## src/rtl/alarm_pkg.sv

```systemverilog
package alarm_pkg;

   typedef enum logic [1:0] {
      ST_OFF   = 2'd0,
      ST_WATCH = 2'd1,
      ST_ENTRY = 2'd2,
      ST_SOUND = 2'd3
   } alarm_state_e;

   // active-high segment pattern, bit order a,b,c,d,e,f,g,dp (MSB..LSB)
   function automatic logic [7:0] hex_segments(input logic [3:0] v);
      logic [7:0] s;
      case (v)
         4'h0: s = 8'hFC;
         4'h1: s = 8'h60;
         4'h2: s = 8'hDA;
         4'h3: s = 8'hF2;
         4'h4: s = 8'h66;
         4'h5: s = 8'hB6;
         4'h6: s = 8'hBE;
         4'h7: s = 8'hE0;
         4'h8: s = 8'hFE;
         4'h9: s = 8'hF6;
         4'hA: s = 8'hEE;
         4'hB: s = 8'h3E;
         4'hC: s = 8'h9C;
         4'hD: s = 8'h7A;
         4'hE: s = 8'h9E;
         default: s = 8'h8E;
      endcase
      return s;
   endfunction

endpackage

```

## src/rtl/in_sync.sv

```systemverilog
module in_sync #(
   parameter int WIDTH  = 1,
   parameter int STAGES = 2
) (
   input  logic             clk,
   input  logic             clr_n,
   input  logic [WIDTH-1:0] d,
   output logic [WIDTH-1:0] q
);
   if (STAGES < 2) begin : g_bad_stages
      $error("in_sync: STAGES must be at least 2");
   end
   if (WIDTH < 1) begin : g_bad_width
      $error("in_sync: WIDTH must be at least 1");
   end

   logic [WIDTH-1:0] pipe [STAGES];

   for (genvar i = 0; i < STAGES; i++) begin : g_stage
      if (i == 0) begin : g_first
         always_ff @(posedge clk or negedge clr_n) begin
            if (!clr_n) pipe[i] <= '0;
            else        pipe[i] <= d;
         end
      end else begin : g_rest
         always_ff @(posedge clk or negedge clr_n) begin
            if (!clr_n) pipe[i] <= '0;
            else        pipe[i] <= pipe[i-1];
         end
      end
   end

   assign q = pipe[STAGES-1];
endmodule

```

## src/rtl/tick_gen.sv

```systemverilog
module tick_gen #(
   parameter int TICK_DIV = 50_000_000
) (
   input  logic clk,
   input  logic clr_n,
   output logic tick
);
   if (TICK_DIV < 2) begin : g_bad_div
      $error("tick_gen: TICK_DIV must be at least 2");
   end

   localparam int CW = $clog2(TICK_DIV);
   localparam logic [CW-1:0] LAST = CW'(TICK_DIV - 1);

   logic [CW-1:0] cnt_q;
   logic          tick_q;

   always_ff @(posedge clk or negedge clr_n) begin
      if (!clr_n) begin
         cnt_q  <= '0;
         tick_q <= 1'b0;
      end else if (cnt_q == LAST) begin
         cnt_q  <= '0;
         tick_q <= 1'b1;
      end else begin
         cnt_q  <= cnt_q + 1'b1;
         tick_q <= 1'b0;
      end
   end

   assign tick = tick_q;
endmodule

```

## src/rtl/alarm_seq.sv

```systemverilog
module alarm_seq
   import alarm_pkg::*;
#(
   parameter int NUM_SENSORS = 3,
   parameter int DELAY_W     = 3,
   parameter int DELAY_LAST  = 7
) (
   input  logic                   clk,
   input  logic                   arm_raw,
   input  logic                   arm_s,
   input  logic [NUM_SENSORS-1:0] sens_s,
   input  logic                   tick,
   output alarm_state_e           state,
   output logic [DELAY_W-1:0]     dly,
   output logic                   run_timer,
   output logic                   siren
);
   if (DELAY_LAST < 1 || DELAY_LAST >= (1 << DELAY_W)) begin : g_bad_delay
      $error("alarm_seq: DELAY_LAST must fit in DELAY_W bits and be nonzero");
   end

   localparam logic [DELAY_W-1:0] LAST = DELAY_W'(DELAY_LAST);

   alarm_state_e       state_q, state_d;
   logic [DELAY_W-1:0] dly_q;
   logic               dly_done;

   assign dly_done = (dly_q == LAST);

   always_comb begin
      state_d = state_q;
      case (state_q)
         ST_OFF:   if (arm_s)       state_d = ST_WATCH;
         ST_WATCH: if (|sens_s)     state_d = ST_ENTRY;
         ST_ENTRY: if (dly_done)    state_d = ST_SOUND;
                   else if (!arm_s) state_d = ST_OFF;
         ST_SOUND: if (!arm_s)      state_d = ST_OFF;
         default:                   state_d = ST_OFF;
      endcase
   end

   always_ff @(posedge clk or negedge arm_raw) begin
      if (!arm_raw) state_q <= ST_OFF;
      else          state_q <= state_d;
   end

   // entry-delay seconds, cleared outside the delay state
   always_ff @(posedge clk or negedge arm_raw) begin
      if (!arm_raw)                dly_q <= '0;
      else if (state_q != ST_ENTRY) dly_q <= '0;
      else if (tick && !dly_done)  dly_q <= dly_q + 1'b1;
   end

   assign state     = state_q;
   assign dly       = dly_q;
   assign run_timer = (state_q == ST_ENTRY);
   assign siren     = (state_q == ST_SOUND);
endmodule

```

## src/rtl/sec_display.sv

```systemverilog
module sec_display
   import alarm_pkg::*;
#(
   parameter int SEC_W          = 4,
   parameter int NUM_DIGITS     = 4,
   parameter int LIVE_DIGIT     = 0,
   parameter bit SEG_ACTIVE_LOW = 1'b1
) (
   input  logic                  clk,
   input  logic                  clr_n,
   input  logic                  run,
   input  logic                  tick,
   output logic [SEC_W-1:0]      sec,
   output logic [7:0]            seg_n,
   output logic [NUM_DIGITS-1:0] digit_en_n
);
   if (SEC_W < 4) begin : g_bad_sec
      $error("sec_display: SEC_W must be at least 4");
   end
   if (LIVE_DIGIT < 0 || LIVE_DIGIT >= NUM_DIGITS) begin : g_bad_digit
      $error("sec_display: LIVE_DIGIT out of range");
   end

   logic [SEC_W-1:0] sec_q;
   logic [7:0]       seg_on;

   always_ff @(posedge clk or negedge clr_n) begin
      if (!clr_n)    sec_q <= '0;
      else if (!run) sec_q <= '0;
      else if (tick) sec_q <= sec_q + 1'b1;
   end

   assign seg_on = hex_segments(sec_q[3:0]);

   if (SEG_ACTIVE_LOW) begin : g_seg_low
      assign seg_n = ~seg_on;
   end else begin : g_seg_high
      assign seg_n = seg_on;
   end

   for (genvar i = 0; i < NUM_DIGITS; i++) begin : g_dig
      assign digit_en_n[i] = (i == LIVE_DIGIT) ? 1'b0 : 1'b1;
   end

   assign sec = sec_q;
endmodule

```

## src/rtl/intrusion_alarm_top.sv

```systemverilog
module intrusion_alarm_top
   import alarm_pkg::*;
#(
   parameter int TICK_DIV    = 50_000_000,
   parameter int SYNC_STAGES = 2,
   parameter int DELAY_W     = 3,
   parameter int DELAY_LAST  = 7,
   parameter int SEC_W       = 4
) (
   input  logic       clk,
   input  logic       arm_sw,
   input  logic       sens_front,
   input  logic       sens_rear,
   input  logic       sens_window,
   output logic       siren,
   output logic       ind_arm,
   output logic       ind_front,
   output logic       ind_rear,
   output logic       ind_window,
   output logic [7:0] seg_n,
   output logic [3:0] digit_en_n
);
   localparam int NUM_SENSORS = 3;
   localparam int NUM_DIGITS  = 4;
   localparam int SYNC_W      = NUM_SENSORS + 1;

   logic [SYNC_W-1:0]      raw_in, sync_out;
   logic                   arm_s;
   logic [NUM_SENSORS-1:0] sens_s;
   logic                   tick;
   alarm_state_e           state;
   logic [DELAY_W-1:0]     dly;
   logic                   run_timer;
   logic [SEC_W-1:0]       sec;

   assign raw_in = {arm_sw, sens_front, sens_rear, sens_window};

   in_sync #(.WIDTH(SYNC_W), .STAGES(SYNC_STAGES)) u_sync (
      .clk   (clk),
      .clr_n (arm_sw),
      .d     (raw_in),
      .q     (sync_out)
   );

   assign arm_s  = sync_out[SYNC_W-1];
   assign sens_s = sync_out[NUM_SENSORS-1:0];

   tick_gen #(.TICK_DIV(TICK_DIV)) u_tick (
      .clk   (clk),
      .clr_n (arm_sw),
      .tick  (tick)
   );

   alarm_seq #(
      .NUM_SENSORS (NUM_SENSORS),
      .DELAY_W     (DELAY_W),
      .DELAY_LAST  (DELAY_LAST)
   ) u_seq (
      .clk       (clk),
      .arm_raw   (arm_sw),
      .arm_s     (arm_s),
      .sens_s    (sens_s),
      .tick      (tick),
      .state     (state),
      .dly       (dly),
      .run_timer (run_timer),
      .siren     (siren)
   );

   sec_display #(
      .SEC_W      (SEC_W),
      .NUM_DIGITS (NUM_DIGITS),
      .LIVE_DIGIT (0)
   ) u_disp (
      .clk        (clk),
      .clr_n      (arm_sw),
      .run        (run_timer),
      .tick       (tick),
      .sec        (sec),
      .seg_n      (seg_n),
      .digit_en_n (digit_en_n)
   );

   assign ind_arm    = arm_sw;
   assign ind_front  = sens_front;
   assign ind_rear   = sens_rear;
   assign ind_window = sens_window;
endmodule

```

## config.mk

```make
export PLATFORM = sky130hd
export DESIGN_NAME = intrusion_alarm_top
export DESIGN_NICKNAME = d
export VERILOG_FILES = /design/src/rtl/alarm_pkg.sv /design/src/rtl/in_sync.sv /design/src/rtl/tick_gen.sv /design/src/rtl/alarm_seq.sv /design/src/rtl/sec_display.sv /design/src/rtl/intrusion_alarm_top.sv
export SDC_FILE = /design/constraint.sdc
export NUM_CORES = 1
export LEC_CHECK = 0
export BUFFER_PORTS_ARGS = -buffer_cell sky130_fd_sc_hd__buf_2
export CORE_ASPECT_RATIO = 1.1
export CORE_MARGIN = 3
export CORE_UTILIZATION = 50
export DETAILED_ROUTE_END_ITERATION = 12
export GPL_ROUTABILITY_DRIVEN = 0
export HOLD_SLACK_MARGIN = 0.08
export PLACE_DENSITY = 0.79
export REMOVE_ABC_BUFFERS = 1
export SLEW_MARGIN = 20
export SYNTH_ARGS = -nofsm -noshare
export SYNTH_HDL_FRONTEND = slang
export SYNTH_SLANG_ARGS = --single-unit
```

## constraint.sdc

```tcl
create_clock -name clk -period 4.9 [get_ports clk]
set_input_delay 0.49 -clock clk [delete_from_list [all_inputs] [get_ports clk]]
set_output_delay 0.49 -clock clk [all_outputs]
set_load 0.01 [all_outputs]
```

* Yosys cells after proc, flatten, opt, wreduce, memory -nomap -nowiden *
Memories as Yosys holds them, arrays and structs flattened.
Index checks and enable logic that the tools add are counted.

operators by class
  reduce and logical (&&, ||, !) cells = 6
  bitwise logic cells = 1
  muxes and demuxes = 11
  add/subtract/negate cells = 3
  equal/unequal tests = 9

operator list
  operator                 number
  $add A26 B1 Y26 const B  1
  $eq A26 B26 Y1 const B   1
  $mux W26                 1
  $mux W2                  4
  $mux W4                  2
  $not A8 Y8               1
  $pmux W2 S4              1
  $mux W3                  2
  $ne A2 B2 Y1 const B     3
  $add A4 B1 Y4 const B    1
  $eq A2 B2 Y1 const B     2
  $add A3 B1 Y3 const B    1
  $eq A3 B3 Y1 const B     1
  $reduce_or A3 Y1         1
  $eq A2 B1 Y1 const B     1
  $logic_not A2 Y1         1
  $ne A2 B1 Y1 const B     1
  $reduce_and A2 Y1        1
  $reduce_bool A2 Y1       1
  $logic_and A1 B1 Y1      1
  $logic_not A1 Y1         1
  $mux W1                  1

storage, ports and cells
  bits in read-only memories = 112
  input bits = 5
  memories = 1
  word-level logic and storage cells = 38
  output and inout port bits = 17
  bits in registers = 44

memories
  memory            words  width  read ports  clocked after memory_dff  wr ports  RTL line         RTL
  (name not given)  16     7      1           0                         0         alarm_pkg.sv:13  case (v)

* Depth between registers and ports, before layout *
  word-level depth = 5
  mapped depth = 6

* Modules after synthesis *
A second synthesis with hierarchy kept.

second synthesis, totals
  cell total of the unflattened synthesis = 229
  area, all modules = 2357.3 µm²

by module, submodules not included
  module               cells an instance  area each (µm²)  instances
  tick_gen             135                1362.6           1
  sec_display          53                 475.5            1
  alarm_seq            25                 259.0            1
  in_sync              12                 230.2            1
  intrusion_alarm_top  4                  30.0             1

* Worst setup path before layout *
Ideal clock, no wire load.

  kind = flip-flop to output port
  start = register u_disp.sec_q[0] (netlist: u_disp.sec[0])
  end = output port seg_n[4]
  data required time = 4.410 ns
  stages on the path, launching flop included = 6
  slack = 3.170 ns
  data arrival time = 1.240 ns
  cell sequence = dfrtp_1 inv_1 ha_1 nand2_1 o21ai_0 o21ai_0

between the ends
  cells in the longest elaborated chain, start to end = 2

ends and longest elaborated chain
  element                   RTL line                   RTL
  start: declaration        sec_display.sv:24          logic [SEC_W-1:0] sec_q;
  start signal: assignment  sec_display.sv:30          else if (tick) sec_q <= sec_q + 1'b1;
  $mem_v2 Z16 W7            -
  $not A8 Y8                sec_display.sv:36          assign seg_n = ~seg_on;
  end: declaration          intrusion_alarm_top.sv:20  output logic [7:0] seg_n,

No other way between the ends.

* Worst setup path after layout *
  start = register u_disp.sec_q[1] (netlist: u_disp.sec[1])
  end = output port seg_n[7]

Same word-level chain as after synthesis.

==> results.txt <==
The run finished with clean final reports. The number of buffers added on ports came out at 16. In the post-synthesis netlist, the cell with the most instances is dfrtp_1.

The clock transition at the register clock pins on the worst setup and hold paths after CTS is 0.08 ns. The placed wire-length estimate came out at 2790 um. The final-layout fill cell count is 395.

The static leakage power is 1.10 nW. The number of inserted diodes came out at 0. The maximum clock insertion buffer count came out at 2. The number of library cell types mapped by synthesis came out at 41. The synthesized design devotes to its leading area cell type 47.9% of total area. The biggest area contributor in the post-synthesis netlist is dfrtp_1. After synthesis, flip-flops and latches occupy 47.9% of the total area. For the worst setup path, the data required time is 4.41 ns. The remaining number of nets flagged by the antenna check after routing came out at 0. The startpoint of the lowest-slack register-to-register path is u_tick.cnt_q[5]. The cell area after layout is 2480 um2.

The worst-case headroom to the max-slew limit is 37.1%. The worst hold-check slack came out at 0.309 ns. The wire length of the first global-routing pass is 6940 um. The worst register-to-register path ends at u_tick.cnt_q[1]. Clock latency on the worst-skew pair, taken at its later pin, is 0.30 ns.

The initial antenna violation count is 0. The net count reported at finish came out at 252. The total die area came out at 5450 um2. The via density per instance is 5.61. The cell depth of the worst hold path is 1. The vertical die dimension came out at 77.1 um.

The global-route usage over all layers is 15.9%. The category of the most critical setup path is reg -> out. The DRC violation total after the first TritonRoute iteration is 57. The final setup TNS came out at 0 ns. At the pin with the least slew margin, the transition time is 0.944 ns. The final-report hold violation count is 0. In this run the number of H-tree levels came out at 2.

The total area inside the core boundary comes to 4380 um2. The number of enable-type register cells in the synthesized netlist came out at 0. The start point of the worst hold path is sens_window. After synthesis, the share of flip-flops with an asynchronous set or reset is 100%. The overall die width is 70.6 um. The post-route minimum period is 2.20 ns. The number of max-capacitance violations reported came out at 0.

The pin count of the biggest net entering global routing is 47. The DRC violation count after routing came out at 0. In the final routed layout, each cell accounts on average for 13.5 um. Wires add up to 3960 um. The path depth of the worst reg2reg path is 4.

The most used flip-flop cell after synthesis is dfrtp_1. The total number of placement rows is 25. The sequential standard cell area came out at 1100 um2. For this run the aggregate overflow at the end of global routing stands at 0. The number of synthesis warnings came out at 0. Power spread over the standard cell area amounts to 285 nW/um2.

STA classifies the critical path endpoint as an output port. In this run the worst path has a maximum fanout of 8. The netlist area before placement came out at 2300 um2.

The initial core utilization came out at 52.5%. The tightest min-delay check is of the in -> reg type. Ranked by total cell area, the synthesized netlist is headed by dfrtp_1, ha_1, xnor2_1. After synthesis the netlist holds a flip-flop and latch count of 44. STA puts the critical path data arrival time at 1.71 ns. Setup repair after global routing left no endpoint under its margin. The worst hold path terminates at u_sync.pipe[4]. The fraction of layout cells with a size suffix above 1 came out at 14.6%.

The worst setup path is launched from a flip-flop. Of the available clock period, the critical path in the final layout requires 44.9%. CTS saw 44 sinks. After technology mapping, the gate count stands at 225.

After detailed placement, the total cell area comes to 2370 um2. Across the VDD grid, the largest voltage drop is 0.184 mV. The launching instance or port of the critical path is u_disp.sec[1]. The count of hold buffers inserted by post-cts repair is 0. The routed layout has 1643 vias.

The total setup violations reported at the end of the flow came out at 0. The growth of design area from synthesis to finish came out at 7.84%. The internal reg-to-reg setup slack is 2.87 ns. The final number of max-transition violations came out at 0. The CTS buffer count came out at 5.

Sorting the synthesized cells by how often they occur yields dfrtp_1, nor2_1, nand2_1, o21ai_0, xnor2_1. Before antenna repair, the detailed router went through 4 iterations. The area taken by multi-input logic gates came out at 1090 um2. The TritonCTS clock tree is done. The via count of the first global-routing pass is 1526. Between clock sinks in the finished design, the worst skew comes to 0.00821 ns. The fmax came out at 455 MHz.

The tree is rooted in a clkbuf_8. The I/O pin count is 22. The buffers inserted during post-CTS setup optimization came out at 0. The number of gates resized after CTS is 0. The average cell area after synthesis came out at 10.2 um2.
critical path, stage by stage, from the launching register on:
cell,delay (ns)
dfrtp_1,0.48
inv_1,0.10
ha_1,0.24
nor2b_1,0.16
a211oi_1,0.23
a21oi_1,0.06
buf_2,0.15
worst max-delay path by stage:
stage	slack [ns]	cells after the start	to
floorplan	3.11	3	u_tick.cnt_q[1]
global placement	2.87	2	ind_arm
detailed placement	2.85	2	ind_arm
CTS	2.67	6	seg_n[7]
global route	2.48	6	seg_n[7]
finish	2.70	6	seg_n[7]
metrics by stage:
step,setup WS (ns),total power [mW],utilization (%),std cells
after global placement,2.87,0.442,54.1,285
final,2.70,0.706,56.6,293
after CTS,2.67,0.718,56.6,293
after floorplan,3.11,0.421,-,215
after detailed placement,2.85,0.444,54.1,285
after global routing,2.48,0.744,56.6,293
layout make-up:
class	instances	share of cell area, %
sequential	44	44.4
clock buffer	5	2.78
timing repair buffer	16	3.23
tap	54	2.73
multi-input combinational	164	44.1
inverter	7	1.06
clock inverter	3	1.72
where the power goes:
| part | internal [mW] | switching, mW | leakage (nW) |
|---|---|---|---|
| logic | 0.0213 | 0.0316 | 0.469 |
| clock network | 0.151 | 0.120 | 0.0541 |
| registers | 0.375 | 0.00798 | 0.578 |
| total | 0.547 | 0.160 | 1.10 |
registers in the layout, indices dropped and copies added (netlist names):
register,count
u_tick.cnt_q,26
u_disp.sec,4
u_sync.pipe,4
u_sync.q,4
u_seq.dly,3
u_seq.state,2
u_tick.tick,1
cells by family after synthesis:
group | after synthesis | share of synthesized area [%]
buffers and inverters | 20 | 5.06
xor gates and xnor gates | 20 | 7.62
DFF | 44 | 47.9
muxes | 5 | 2.23
AOI/OAI and AO/OA | 30 | 7.78
and+or+nand+nor | 95 | 24.2
adders and majority gates | 9 | 4.90
other | 2 | 0.327
cells in the final DEF, fill, tap and decap left out, types with 2 or more instances in the layout:
master | netlist | final
xnor2_1 | 12 | 12
nand4b_1 | 2 | 2
nor3_1 | 4 | 4
or3_1 | 4 | 4
o21a_1 | 2 | 2
clkbuf_8 | 0 | 5
dfrtp_1 | 44 | 44
a21oi_1 | 9 | 9
nand2b_1 | 4 | 4
o21ai_0 | 12 | 12
nor2_1 | 19 | 19
buf_2 | 0 | 16
and2_1 | 2 | 2
xor2_1 | 8 | 8
a31o_2 | 2 | 2
nand4_1 | 10 | 10
nor4_1 | 3 | 3
o31ai_1 | 3 | 3
mux2i_1 | 4 | 4
ha_1 | 9 | 9
nor2b_1 | 4 | 4
and3_1 | 2 | 2
inv_1 | 7 | 7
nand2_1 | 15 | 15
conb_1 | 2 | 5
and4_1 | 5 | 5
nand3_1 | 11 | 11
routing by layer:
metal	wire length, um	track usage [%]
met5	0	0
met4	79	7.33
met3	184	3.67
met2	1980	26.3
met1	1710	19.6
(Power assumes the default switching activity.)
